[src/rtl/rts_pkg.sv]
package rts_pkg;

  localparam int NUM_DIV_SRC = 5;
  localparam int NUM_CH      = 2;
  localparam int SEL_W       = 4;
  localparam int IDX_W       = 5;
  localparam int WS_BASE     = 6;
  localparam int MAX_WS      = (1 << SEL_W) - WS_BASE;
  localparam int MAX_DIV     = 98304;
  localparam int SKIP_IDX    = 28;
  localparam int RATIO_W     = $clog2(MAX_DIV + 1);
  localparam int TBL_LEN     = 1 << IDX_W;
  localparam int FIELD_W     = 16;
  localparam logic [FIELD_W-1:0] FIELD_MASK = 16'h0F1F;

  typedef logic [RATIO_W-1:0] ratio_t;
  typedef ratio_t [TBL_LEN-1:0] ratio_tbl_t;

  typedef struct packed {
    logic [SEL_W-1:0] src;
    logic [IDX_W-1:0] idx;
  } chan_cfg_t;

  // Ratio table: step doubles after each odd index above 2; one entry is
  // skipped at SKIP_IDX. Unfilled indices saturate at MAX_DIV.
  function automatic ratio_tbl_t build_ratio_table();
    ratio_tbl_t  t;
    int unsigned div;
    int unsigned step;
    div  = 2;
    step = 2;
    for (int i = 0; i < TBL_LEN; i++) t[i] = RATIO_W'(MAX_DIV);
    for (int i = 0; i < TBL_LEN && div <= MAX_DIV; i++) begin
      t[i] = RATIO_W'(div);
      if (i > 2 && (i % 2) == 1) step = step * 2;
      if (i == SKIP_IDX) begin
        div  = div + step;
        step = step * 2;
      end
      div = div + step;
    end
    return t;
  endfunction

  // Word-select port whose strobe is used when pins are shared.
  function automatic int ws_shared_port(input int w);
    case (w)
      1, 2, 9: return 0;
      4:       return 3;
      8:       return 7;
      default: return w;
    endcase
  endfunction

  function automatic chan_cfg_t field_to_cfg(input logic [FIELD_W-1:0] f);
    chan_cfg_t c;
    c.src = f[11:8];
    c.idx = f[4:0];
    return c;
  endfunction

endpackage

[src/rtl/rts_sync_edge.sv]
module rts_sync_edge #(
  parameter int W = 1
) (
  input  logic         clk,
  input  logic         rst_n,
  input  logic [W-1:0] lvl_i,
  output logic [W-1:0] tick_o
);
  logic [W-1:0] meta_q;
  logic [W-1:0] sync_q;
  logic [W-1:0] last_q;

  always_ff @(posedge clk or negedge rst_n) begin
    if (!rst_n) begin
      meta_q <= '0;
      sync_q <= '0;
      last_q <= '0;
    end else begin
      meta_q <= lvl_i;
      sync_q <= meta_q;
      last_q <= sync_q;
    end
  end

  assign tick_o = sync_q & ~last_q;

  // A synchronized rising edge lasts one cycle only (supports R10)
  assert_tick_single_R10: assert property (@(posedge clk) disable iff (!rst_n)
    |tick_o |=> ((tick_o & $past(tick_o)) == '0));

endmodule

[src/rtl/rts_chan_div.sv]
module rts_chan_div
  import rts_pkg::*;
#(
  parameter int NUM_WS = 10
) (
  input  logic                   clk,
  input  logic                   rst_n,
  input  chan_cfg_t              cfg_i,
  input  logic                   restart_i,
  input  logic [NUM_DIV_SRC-1:0] div_tick_i,
  input  logic [NUM_DIV_SRC-1:0] div_en_i,
  input  logic [NUM_WS-1:0]      ws_tick_i,
  output logic                   strobe_o
);
  localparam ratio_tbl_t RATIOS = build_ratio_table();

  ratio_t cnt_q;
  ratio_t ratio;
  logic   strobe_q;
  logic   is_div;
  logic   is_ws;
  logic   src_on;
  logic   tick_sel;

  assign ratio = RATIOS[cfg_i.idx];

  always_comb begin
    is_div   = 1'b0;
    is_ws    = 1'b0;
    src_on   = 1'b0;
    tick_sel = 1'b0;
    for (int n = 0; n < NUM_DIV_SRC; n++) begin
      if (cfg_i.src == SEL_W'(n)) begin
        is_div   = 1'b1;
        src_on   = div_en_i[n];
        tick_sel = div_tick_i[n];
      end
    end
    for (int w = 0; w < NUM_WS; w++) begin
      if (cfg_i.src == SEL_W'(WS_BASE + w)) begin
        is_ws    = 1'b1;
        tick_sel = ws_tick_i[w];
      end
    end
  end

  always_ff @(posedge clk or negedge rst_n) begin
    if (!rst_n) begin
      cnt_q    <= '0;
      strobe_q <= 1'b0;
    end else if (restart_i) begin
      cnt_q    <= '0;
      strobe_q <= 1'b0;
    end else if (is_ws) begin
      cnt_q    <= '0;
      strobe_q <= tick_sel;
    end else if (is_div && src_on) begin
      if (tick_sel) begin
        if (cnt_q == ratio - RATIO_W'(1)) begin
          cnt_q    <= '0;
          strobe_q <= 1'b1;
        end else begin
          cnt_q    <= cnt_q + RATIO_W'(1);
          strobe_q <= 1'b0;
        end
      end else begin
        strobe_q <= 1'b0;
      end
    end else begin
      cnt_q    <= '0;
      strobe_q <= 1'b0;
    end
  end

  assign strobe_o = strobe_q;

  assert_one_cycle_R10: assert property (@(posedge clk) disable iff (!rst_n)
    strobe_q |=> !strobe_q);

  assert_gate_off_R6: assert property (@(posedge clk) disable iff (!rst_n)
    (is_div && !src_on) |=> (!strobe_q && cnt_q == '0));

  assert_code5_quiet_R9: assert property (@(posedge clk) disable iff (!rst_n)
    (cfg_i.src == SEL_W'(5)) |=> !strobe_q);

  assert_ws_pass_R7: assert property (@(posedge clk) disable iff (!rst_n)
    (is_ws && tick_sel && !restart_i) |=> strobe_q);

  assert_cnt_bound_R4: assert property (@(posedge clk) disable iff (!rst_n)
    cnt_q < ratio);

endmodule

[src/rtl/rate_timing_sel.sv]
module rate_timing_sel
  import rts_pkg::*;
#(
  parameter int NUM_WS = 10
) (
  input  logic                   clk,
  input  logic                   rst_n,
  input  logic                   pin_share,
  input  logic [NUM_DIV_SRC-1:0] src_clk_i,
  input  logic [NUM_WS-1:0]      ws_i,
  input  logic                   wr_en,
  input  logic                   wr_addr,
  input  logic [31:0]            wr_data,
  output logic [NUM_CH-1:0]      strobe_o
);
  localparam logic [31:0] SEL_MASK = {FIELD_MASK, FIELD_MASK};

  logic [31:0]            sel_q;
  logic [NUM_DIV_SRC-1:0] en_q;
  logic [NUM_DIV_SRC-1:0] div_tick;
  logic [NUM_WS-1:0]      ws_tick;
  logic [NUM_WS-1:0]      ws_tick_eff;
  logic                   sel_wr;

  assign sel_wr = wr_en && !wr_addr;

  always_ff @(posedge clk or negedge rst_n) begin
    if (!rst_n) begin
      sel_q <= '0;
      en_q  <= '0;
    end else if (wr_en) begin
      if (!wr_addr) sel_q <= wr_data & SEL_MASK;
      else          en_q  <= wr_data[NUM_DIV_SRC:1];
    end
  end

  rts_sync_edge #(.W(NUM_DIV_SRC)) u_src_sync (
    .clk    (clk),
    .rst_n  (rst_n),
    .lvl_i  (src_clk_i),
    .tick_o (div_tick)
  );

  rts_sync_edge #(.W(NUM_WS)) u_ws_sync (
    .clk    (clk),
    .rst_n  (rst_n),
    .lvl_i  (ws_i),
    .tick_o (ws_tick)
  );

  for (genvar w = 0; w < NUM_WS; w++) begin : g_ws_map
    localparam int SHARED = ws_shared_port(w);
    assign ws_tick_eff[w] = pin_share ? ws_tick[SHARED] : ws_tick[w];
  end

  for (genvar c = 0; c < NUM_CH; c++) begin : g_chan
    chan_cfg_t cur_cfg;
    chan_cfg_t new_cfg;
    logic      restart;

    assign cur_cfg = field_to_cfg(sel_q[c*FIELD_W +: FIELD_W]);
    assign new_cfg = field_to_cfg(wr_data[c*FIELD_W +: FIELD_W]);
    assign restart = sel_wr && (new_cfg != cur_cfg);

    rts_chan_div #(.NUM_WS(NUM_WS)) u_chan (
      .clk        (clk),
      .rst_n      (rst_n),
      .cfg_i      (cur_cfg),
      .restart_i  (restart),
      .div_tick_i (div_tick),
      .div_en_i   (en_q),
      .ws_tick_i  (ws_tick_eff),
      .strobe_o   (strobe_o[c])
    );
  end

  // A write changing the even field discards that cycle's even strobe
  assert_restart_R11: assert property (@(posedge clk) disable iff (!rst_n)
    (sel_wr && ((wr_data[15:0] & FIELD_MASK) != sel_q[15:0])) |=> !strobe_o[0]);

  // Enables stay clear until software writes the enable register
  assert_reset_quiet_R1: assert property (@(posedge clk) disable iff (!rst_n)
    (en_q == '0 && sel_q == '0) |=> !strobe_o[0]);

endmodule

[config.mk]
export PLATFORM = sky130hd
export DESIGN_NAME = rate_timing_sel
export DESIGN_NICKNAME = d
export VERILOG_FILES = /design/src/rtl/rts_pkg.sv /design/src/rtl/rts_sync_edge.sv /design/src/rtl/rts_chan_div.sv /design/src/rtl/rate_timing_sel.sv
export SDC_FILE = /design/constraint.sdc
export NUM_CORES = 1
export LEC_CHECK = 0
export ABC_AREA = 0
export BUFFER_PORTS_ARGS = -buffer_cell sky130_fd_sc_hd__buf_2
export CORE_MARGIN = 10
export CORE_UTILIZATION = 55
export DETAILED_ROUTE_END_ITERATION = 10
export PLACE_DENSITY_LB_ADDON = 0.08
export SYNTH_ARGS = -nofsm -noshare
export SYNTH_HDL_FRONTEND = slang
export SYNTH_SLANG_ARGS = --single-unit
[constraint.sdc]
create_clock -name clk -period 5.29 [get_ports clk]
set_input_delay 0.2645 -clock clk [delete_from_list [all_inputs] [get_ports clk]]
set_output_delay 0.2645 -clock clk [all_outputs]
set_load 0.01 [all_outputs]
==> reports/qor.yml, run 1 <==
critical_path_class: "reg -> reg"
finalCritPeriodShare: 0.818
cts_tree: "yes"
routedWlPerCell_um: 17.4
finalClockSkew_ps: 6.81
min_period_ps: 4330
syn_area_per_cell_sq_um: 8.87
final_max_slew_viol_count: 0
antenna_cells: 0
ios: 54
insertion_delay_ps: 350
p_total_mw: 2.32
timing.slew.headroom: 0.312
antenna_found_initial: 0
grt_util_met3: 0.0450
clockBufferDepth: 2
worst_slew_pin_slew_ps: 1030
ys_ff_latch: 104
die_w_um: 132
synth-seq-area-share: 0.375
hold_viol: 0
synthTopCellsByCount: "dfrtp_1, nand2_1, nor2_1"
drive_gt1_frac: 0.122
cts_hold_buf: 15
cp.arrival_ps: 4560
area_growth_pct: 9.82
core_area_sq_um: 12200
ctsHtreeMaxLevel: 3
finalSetupViolations: 0
postRouteAntennaNets: 0
nets: 867
clock-root-buffer: "clkbuf_16"
synth.area.top_cells: "dfrtp_1, nand2_1, xnor2_1"
dieArea_sq_um: 17500
clk_pin_slew_ps: 70
use_met2: 0.293
setup_ws_ps: 963
grtUsageMet1: 0.271
yosys.area.top_type_share: 0.375
wl_um: 17000
p_per_area_nw_per_um2: 304
final_area_sq_um: 7610
yosys_most_used_dff: "dfrtp_1"
synth.most_common_cell: "dfrtp_1"
drv_cap: 0
gp_congestion: 0.911
vias: 6018
syn_nets: 844
synth_area_sq_um: 6930
crit_path_end_kind: "register"
busiest_layer: "met2"
status: "complete, no violations"
setup_tns_ps: 0
routed_via_density: 6.15
rsz0062_at_grt: "no"
postCtsSetupBuffers: 0
die_h_um: 132
setup.worst_path.start_class: "register"
grt-ovfl-total: 0
cts_inserted_buffers: 9
synth_cells: 782
dp_hpwl_um: 12400
crit_required_ps: 5520
hp-class: "in -> reg"
placed_area_sq_um: 7150
cts.sinks: 104
grt_pass1_wl_um: 28300
grt.total_usage: 0.194
initial_core_util: 0.570
first_pass_iters: 5
io_buffers: 40
grt_max_degree: 54
cellLeakagePower_nw: 3.14
cts_resized: 0
synth_edf_count: 0
dp.cells: 947
yosys.area.top_type: "dfrtp_1"
ir_worst_vdd_mv: 0.275
yosysUniqueCellTypes: 85
yosys_warnings: 0
dp_worst_setup_slack_ps: 1020
max_freq_mhz: 231
cp_max_fo: 14
finalNonFillerCells: 978
rows: 40
synthArstFlopShare: 1.00
grt_pass1_vias: 5665
first_iter_violations: 597
drc: 0
==> area by class of cell <==
class,count,area [sq um]
inverters,21,78.8
well taps,168,210
clock buffers,11,243
clock inverters,5,70.1
fillers,1069,4550
multi-input cells,610,4030
repair buffers,59,383
flip-flops and latches,104,2600
==> power by group <==
| part | switching, mW | internal (mW) | leakage (nW) |
|---|---|---|---|
| registers | 0.0850 | 0.839 | 1.31 |
| logic | 0.412 | 0.281 | 1.68 |
| clock network | 0.308 | 0.390 | 0.155 |
| total | 0.806 | 1.51 | 3.14 |
==> path summary, 6_finish.rpt <==
path | slack, ps | startpoint | cells past startpoint | end
worst max-delay path | 960 | sel_q[16] | 13 | g_chan[1].u_chan.cnt_q[8]
worst min-delay path | 10 | ws_i[4] | 1 | u_ws_sync.meta_q[4]
worst max register to register | 960 | sel_q[16] | 13 | g_chan[1].u_chan.cnt_q[8]
worst min register to register | 350 | u_ws_sync.meta_q[3] | 0 | u_ws_sync.sync_q[3]
max in group asynchronous | 3710 | rst_n | 3 | g_chan[0].u_chan.cnt_q[10]
min in group asynchronous | 480 | rst_n | 2 | u_ws_sync.sync_q[5]
==> critical path: stages (launching register included) <==
cell and delay [ps]:
dfrtp_1 580, inv_1 190, ha_1 430, mux2i_2 400, nand2b_1 180, ha_1 240
o21ai_0 160, a21oi_1 430, mux2i_1 140, nor3b_1 220, o311ai_1 170, or4_4 600
o21ai_4 370, nor2_1 100
==> cells by family (layout without fill, tap and decap cells) <==
logic type	count (synthesis)	count (layout)	share of synthesized area
AO/OA/AOI/OAI	164	164	0.173
XOR/XNOR	63	63	0.0796
adder cells (fa/ha/maj)	10	10	0.0180
buffers and inverters	68	96	0.0451
flip-flops	104	104	0.375
multiplexers	21	21	0.0365
AND/OR/NAND/NOR	352	352	0.272
==> sequential cells by signal, indices dropped and copies added, names as in the netlist <==
signal / count
sel_q: 18
u_src_sync.meta_q: 5
g_chan.u_chan.cnt_q: 34
en_q: 5
u_ws_sync.sync_q: 10
u_ws_sync.meta_q: 10
u_src_sync.last_q: 5
u_src_sync.sync_q: 5
u_ws_sync.last_q: 10
g_chan.u_chan.strobe_o: 2
==> cell usage in the layout, fill, tap and decap left out, drive strengths merged, types with 18 or more instances in the layout <==
| cell type | n |
|---|---|
| a21oi | 20 |
| and3 | 18 |
| buf | 44 |
| dfrtp | 104 |
| inv | 25 |
| nand2 | 92 |
| nand3 | 33 |
| nor2 | 58 |
| nor2b | 22 |
| nor3 | 19 |
| nor4 | 24 |
| o21ai | 48 |
| xnor2 | 37 |
| xor2 | 26 |
==> layer usage <==
layer / part of all wire / vias to the layer above
li1: - / 2872
met1: 0.48 / 2937
met2: 0.45 / 195
met3: 0.065 / 14
met4: 0.012 / 0
met5: 0 / -
==> metrics by stage <==
stage | hold slack, ps | utilization
after global placement | 323 | 0.588
after global routing | 6.11 | 0.626
final | 13.8 | 0.626
after CTS | 0.0152 | 0.626
after detailed placement | 336 | 0.588
after floorplan | -31.1 | -
No activity file was read; power rests on OpenSTA's default activity.
==> run 2: changes to the inputs <==
==> constraint.sdc (replaced) <==
create_clock -name clk -period 3.65 [get_ports clk]
set_input_delay 0.1825 -clock clk [delete_from_list [all_inputs] [get_ports clk]]
set_output_delay 0.1825 -clock clk [all_outputs]
set_load 0.01 [all_outputs]
==> run 2 against run 1 <==
Net effect: sequential power is 41% higher; highest routed layer unchanged; critical path type unchanged; cell count is 2.6% higher; die area stayed put; first-iteration DRC count is 6.5% higher; sequential share of layout area is 1.1 points lower.
==> reports/qor.yml, run 2 (same netlist as run 1, synthesis figures left out) <==
io_buffers: 40  # unchanged
setup_tns_ps: 0  # unchanged
drive_gt1_frac: 0.157  # was 0.122
p_total_mw: 3.37  # was 2.32 mW
cellLeakagePower_nw: 3.26  # was 3.14 nW
dp_hpwl_um: 12800  # was 12,400 um
cts.sinks: 104  # unchanged
grtUsageMet1: 0.290  # was 0.271
clk_pin_slew_ps: 70  # about the same
finalClockSkew_ps: 7.10  # was 6.81 ps
wl_um: 17400  # was 17,000 um
finalCritPeriodShare: 0.959  # was 0.818
finalSetupViolations: 0  # unchanged
drc: 0  # unchanged
routed_via_density: 6.09  # was 6.15
grt_pass1_wl_um: 28600  # was 28,300 um
vias: 6109  # was 6,018
antenna_cells: 0  # unchanged
final_area_sq_um: 7860  # was 7610 sq um
drv_cap: 0  # unchanged
grt_max_degree: 71  # was 54
hp-class: "in -> reg"  # unchanged
crit_required_ps: 3890  # was 5520 ps
antenna_found_initial: 0  # unchanged
clockBufferDepth: 2  # unchanged
cp_max_fo: 14  # unchanged
routedWlPerCell_um: 17.3  # was 17.4 um
ctsHtreeMaxLevel: 3  # unchanged
rows: 40  # unchanged
worst_slew_pin_slew_ps: 1270  # was 1030 ps
timing.slew.headroom: 0.148  # was 0.312
final_common_cell: "dfrtp_1"  # unchanged
min_period_ps: 3500  # was 4330 ps
status: "complete, no violations"  # unchanged
critical_path_class: "reg -> reg"  # unchanged
final_max_slew_viol_count: 0  # unchanged
gp_congestion: 0.928  # was 0.911
grt_util_met3: 0.0377  # was 0.0450
hold_viol: 0  # unchanged
max_freq_mhz: 286  # was 231 MHz
cts_inserted_buffers: 9  # unchanged
use_met2: 0.282  # was 0.293
largest_reg_flops: 34  # unchanged
cp.arrival_ps: 3740  # was 4560 ps
clock-root-buffer: "clkbuf_16"  # unchanged
holdWs_ps: 72.8  # was 13.8 ps
insertion_delay_ps: 350  # about the same
largest_register: "g_chan.u_chan.cnt_q"  # unchanged
nets: 892  # was 867
ios: 54  # unchanged
initial_core_util: 0.570  # unchanged
grt.total_usage: 0.195  # was 0.194
grt_pass1_vias: 5726  # was 5,665
crit_path_end_kind: "register"  # unchanged
first_pass_iters: 5  # unchanged
area_growth_pct: 13.3  # was 9.82%
reg_top3: "g_chan.u_chan.cnt_q x34, sel_q x18"  # unchanged
die_h_um: 132  # unchanged
cts_tree: "yes"  # unchanged
final_cell_mix: "dfrtp_1, nand2_1, nor2_1"  # unchanged
postRouteAntennaNets: 0  # unchanged
die_w_um: 132  # unchanged
grt-ovfl-total: 0  # unchanged
setup.worst_path.start_class: "register"  # unchanged
core_area_sq_um: 12200  # unchanged
busiest_layer: "met1"  # was met2
dieArea_sq_um: 17500  # unchanged
first_iter_violations: 636  # was 597
rsz0062_at_grt: "no"  # unchanged
ir_worst_vdd_mv: 0.339  # was 0.275 mV
p_per_area_nw_per_um2: 429  # was 304 nW/um^2
placed_area_sq_um: 7340  # was 7150 sq um
-- run 2: final timing paths --
kind	start	endpoint	slack, ps	depth (start not counted)
min in group asynchronous	rst_n	u_ws_sync.meta_q[5]	490	2
hold reg to reg	u_src_sync.meta_q[2]	u_src_sync.sync_q[2]	350	0
setup reg to reg	sel_q[17]	g_chan[1].u_chan.cnt_q[14]	150	12
max in group asynchronous	rst_n	sel_q[20]	2340	3
setup / recovery	sel_q[17]	g_chan[1].u_chan.cnt_q[14]	150	12
hold / removal	wr_data[18]	sel_q[18]	70	3
-- run 2: power breakdown --
group / leakage [nW] / internal, mW / total, mW / switching (mW)
clock network: 0.144 / 0.479 / 0.934 / 0.455
logic: 1.81 / 0.477 / 1.14 / 0.661
registers: 1.31 / 1.22 / 1.30 / 0.0838
total: 3.26 / 2.17 / 3.37 / 1.20
-- run 2: worst max-delay path, cell delays in order (launching register included) --
cell and delay [ps]:
dfrtp_1 410, inv_1 100, ha_2 290, buf_4 160
nand2b_1 130, a31o_1 260, a211oi_1 660, mux2i_1 260
nand4_1 160, or4_4 590, o21ai_4 160, buf_12 150
nor2_1 50
-- run 2: what timing repair did --
action | in CTS | in global routing
endpoints found under the hold margin | 83 | 0
endpoints found under the setup margin | 0 | 32
hold buffers | 16 | 0
buffers inserted | 0 | 1
resized for setup | 0 | 10
-- run 2: per-layer routing --
layer | part of all wire | vias to the layer above
met3 | 0.064 | 14
met1 | 0.49 | 2928
met5 | 0 | -
met2 | 0.43 | 243
met4 | 0.0099 | 0
li1 | - | 2924
-- run 2: final cells by class --
class / count / area (sq um)
fillers: 1023 / 4310
multi-input cells: 610 / 4080
flip-flops and latches: 104 / 2600
repair buffers: 84 / 598
clock buffers: 9 / 225
well taps: 168 / 210
inverters: 21 / 78.8
clock inverters: 7 / 62.6
-- run 2: per-stage QoR --
stage	instances	util	setup WS, ps
3_3_place_gp	970	0.603	141
6_report	1003	0.646	150
3_5_place_dp	970	0.603	102
5_1_grt	1003	0.646	2.71
2_1_floorplan	782	-	64.7
4_1_cts	1002	0.640	89.7
==> run 3: changes to the inputs <==
--- a/config.mk
+++ b/config.mk
@@ -5,7 +5,7 @@
 export SDC_FILE = /design/constraint.sdc
 export NUM_CORES = 1
 export LEC_CHECK = 0
-export ABC_AREA = 0
+export ABC_AREA = 1
 export BUFFER_PORTS_ARGS = -buffer_cell sky130_fd_sc_hd__buf_2
 export CORE_MARGIN = 10
 export CORE_UTILIZATION = 55
@@ -13,4 +13,5 @@
 export PLACE_DENSITY_LB_ADDON = 0.08
 export SYNTH_ARGS = -nofsm -noshare
 export SYNTH_HDL_FRONTEND = slang
+export SYNTH_HIERARCHICAL = 1
 export SYNTH_SLANG_ARGS = --single-unit
==> run 3 against run 2 <==
Net effect: cell count up 27%; global-route usage down 0.14 points; power up 3.9%; sequential power about the same; routed wire length down 1.5%; sequential share of layout area down 1.1 points; register-to-register slack better by 430 ps; via count up 6.7%; hold slack worse by 4.5 ps.
==> reports/qor.yml, run 3 <==
status: "complete, no violations"  # unchanged
cp_max_fo: 16  # was 14
fillers: 1231  # was 1,023
cellLeakagePower_nw: 4.41  # was 3.26 nW
cp_num_buf_inv: 4  # was 3
ir_worst_vdd_mv: 0.285  # was 0.339 mV
worstPathCellList: "inv_1, ha_1, inv_1, nand2_1, nand2_2, inv_2, nand2_1, ha_1, nand2_2, nor2_4, nand3_1, nand3_1, inv_2, nor2_1, nand2_1, nor2_2, nand4_4, nand4_1, nand2_1"  # was inv_1, ha_2, buf_4, nand2b_1, a31o_1, a211oi_1, mux2i_1, nand4_1, or4_4, o21ai_4, buf_12, nor2_1
min_period_ps: 3070  # was 3500 ps
drv_cap: 0  # unchanged
yosys.area.top_type_share: 0.354  # was 0.375
finalCritPeriodShare: 0.841  # was 0.959
clockBufferDepth: 2  # unchanged
crit_path_end_kind: "register"  # unchanged
crit_required_ps: 3890  # about the same
final_cell_mix: "nand2_1, inv_1, dfrtp_1"  # was dfrtp_1, nand2_1, nor2_1
yosysUniqueCellTypes: 42  # was 85
synth.area.top_cells: "dfrtp_1, nand2_1, inv_1"  # was dfrtp_1, nand2_1, xnor2_1
cts.sinks: 104  # unchanged
rows: 42  # was 40
reg_top3: "g_chan.u_chan/cnt_q x34, sel_q x18"  # was g_chan.u_chan.cnt_q x34, sel_q x18
hp-class: "in -> reg"  # unchanged
nets: 1154  # was 892
hold_viol: 0  # unchanged
finalClockSkew_ps: 8.09  # was 7.10 ps
p_per_area_nw_per_um2: 431  # was 429 nW/um^2
cp_slowest_cell: "dfrtp_1"  # was a211oi_1
pwr-share-seq: 0.376  # was 0.385
final_common_cell: "nand2_1"  # was dfrtp_1
p_int_mw: 2.10  # was 2.17 mW
timing.slew.headroom: 0.500  # was 0.148
finalSetupViolations: 0  # unchanged
ctsHtreeMaxLevel: 3  # unchanged
worst_slew_pin_slew_ps: 750  # was 1270 ps
grt.total_usage: 0.193  # was 0.195
max_freq_mhz: 326  # was 286 MHz
yosys_most_used_dff: "dfrtp_1"  # unchanged
largest_register: "g_chan.u_chan/cnt_q"  # was g_chan.u_chan.cnt_q
postCtsSetupBuffers: 0  # unchanged
clkPwrFrac: 0.269  # was 0.277
first_pass_iters: 5  # unchanged
postRouteAntennaNets: 0  # unchanged
die_w_um: 136  # was 132 um
grt_max_degree: 63  # was 71
syn_area_per_cell_sq_um: 7.09  # was 8.87 sq um
insertion_delay_ps: 350  # about the same
setup.worst_path.start_class: "register"  # unchanged
antenna_found_initial: 0  # unchanged
yosys.area.top_type: "dfrtp_1"  # unchanged
worst_path_dominant_cell_family: "simple AND/OR/NAND/NOR gates"  # was compound AO/OA/AOI/OAI gates
wl_um: 17100  # was 17,400 um
clk_pin_slew_ps: 70  # about the same
critical_path_class: "reg -> reg"  # unchanged
cts_inserted_buffers: 9  # unchanged
cp_common_cell: "nand2_1"
io_buffers: 40  # unchanged
ys_ff_latch: 104  # unchanged
grt-ovfl-total: 0  # unchanged
finalNonFillerCells: 1273  # was 1,003
yosys_warnings: 6  # was 0
synth_area_sq_um: 7360  # was 6930 sq um
synth-seq-area-share: 0.354  # was 0.375
routedWlPerCell_um: 13.5  # was 17.3 um
synth_edf_count: 0  # unchanged
syn_nets: 1100  # was 844
cp.arrival_ps: 3310  # was 3740 ps
antenna_cells: 0  # unchanged
dieArea_sq_um: 18400  # was 17,500 sq um
ios: 54  # unchanged
dp.cells: 1241  # was 970
comb_power_share: 0.354  # was 0.338
fin_util: 0.616  # was 0.646
synth.most_common_cell: "nand2_1"  # was dfrtp_1
synthTopCellsByCount: "nand2_1, inv_1, dfrtp_1"  # was dfrtp_1, nand2_1, nor2_1
gp_congestion: 0.948  # was 0.928
grt_pass1_wl_um: 29300  # was 28,600 um
drive_gt1_frac: 0.160  # was 0.157
dp_hpwl_um: 13000  # was 12,800 um
first_iter_violations: 390  # was 636
max_stage_delay_ps: 430  # was 660 ps
routed_via_density: 5.12  # was 6.09
rsz0062_at_grt: "no"  # unchanged
initial_core_util: 0.558  # was 0.570
clock-root-buffer: "clkbuf_16"  # unchanged
switchingPower_mw: 1.40  # was 1.20 mW
final_max_slew_viol_count: 0  # unchanged
p_sw_frac: 0.400  # was 0.356
largest_reg_flops: 34  # unchanged
synth_cells: 1038  # was 782
setup_tns_ps: 0  # unchanged
grt_pass1_vias: 6133  # was 5,726
drc: 0  # unchanged
cts_tree: "yes"  # unchanged
vias: 6518  # was 6,109
die_h_um: 136  # was 132 um
core_area_sq_um: 13200  # was 12,200 sq um
synthArstFlopShare: 1.00  # unchanged
area_growth_pct: 10.5  # was 13.3%
## run 3: repair_timing
action / in CTS / in global routing
hold buffers: 16 / 0
gates resized for setup: 0 / 0
endpoints found under the hold margin: 75 / 0
## run 3: worst paths after layout
| kind | start | endpoint | slack [ps] | depth (start not counted) |
|---|---|---|---|---|
| max | sel_q[0] | g_chan[0].u_chan/cnt_q[13] | 580 | 19 |
| min | wr_data[5] | en_q[4] | 70 | 2 |
| max reg2reg | sel_q[0] | g_chan[0].u_chan/cnt_q[13] | 580 | 19 |
| min reg2reg | u_ws_sync/meta_q[0] | u_ws_sync/sync_q[0] | 350 | 0 |
| max in group asynchronous | rst_n | g_chan[1].u_chan/cnt_q[11] | 2390 | 3 |
| min in group asynchronous | rst_n | u_src_sync/meta_q[3] | 460 | 2 |
## run 3: metrics by stage
| step | setup slack [ps] | hold WS, ps | power (mW) | instance area, sq um |
|---|---|---|---|---|
| after floorplan | 1020 | -113 | 2.29 | 7360 |
| after global placement | 647 | 290 | 2.54 | 7680 |
| after detailed placement | 601 | 292 | 2.56 | 7680 |
| after CTS | 581 | 56.3 | 3.54 | 8130 |
| after global routing | 300 | 55.6 | 3.76 | 8130 |
| final | 580 | 68.3 | 3.50 | 8130 |
## run 3: layout make-up
| type | instances | area [sq um] | area share |
|---|---|---|---|
| multi-input cells | 744 | 3970 | 0.488 |
| repair buffers | 58 | 378 | 0.0465 |
| inverters | 175 | 667 | 0.0820 |
| well taps | 176 | 220 | 0.0271 |
| flip-flops and latches | 104 | 2600 | 0.320 |
| clock inverters | 6 | 62.6 | 0.00770 |
| clock buffers | 10 | 229 | 0.0282 |
## run 3: power groups by stage
stage	Clock [mW]	Combinational (mW)	Sequential [mW]
2_1_floorplan	0	0.992	1.30
3_3_place_gp	0	1.20	1.34
3_5_place_dp	0	1.22	1.34
4_1_cts	0.982	1.24	1.32
5_1_grt	1.02	1.41	1.33
6_report	0.943	1.24	1.32
## run 3: cell families after synthesis
logic type	share of synthesized area
DFF	0.354
buffers and inverters	0.107
muxes	0.0133
adders and majority gates	0.0170
and+or+nand+nor	0.421
AOI/OAI and AO/OA	0.0388
xor gates and xnor gates	0.0495
## run 3: routing by layer
layer / vias up / wire length, um / GRT usage
li1: 3394 / - / -
met1: 2967 / 8170 / 0.257
met2: 135 / 8000 / 0.317
met3: 22 / 723 / 0.0375
met4: 0 / 242 / 0.0455
met5: - / 0 / 0
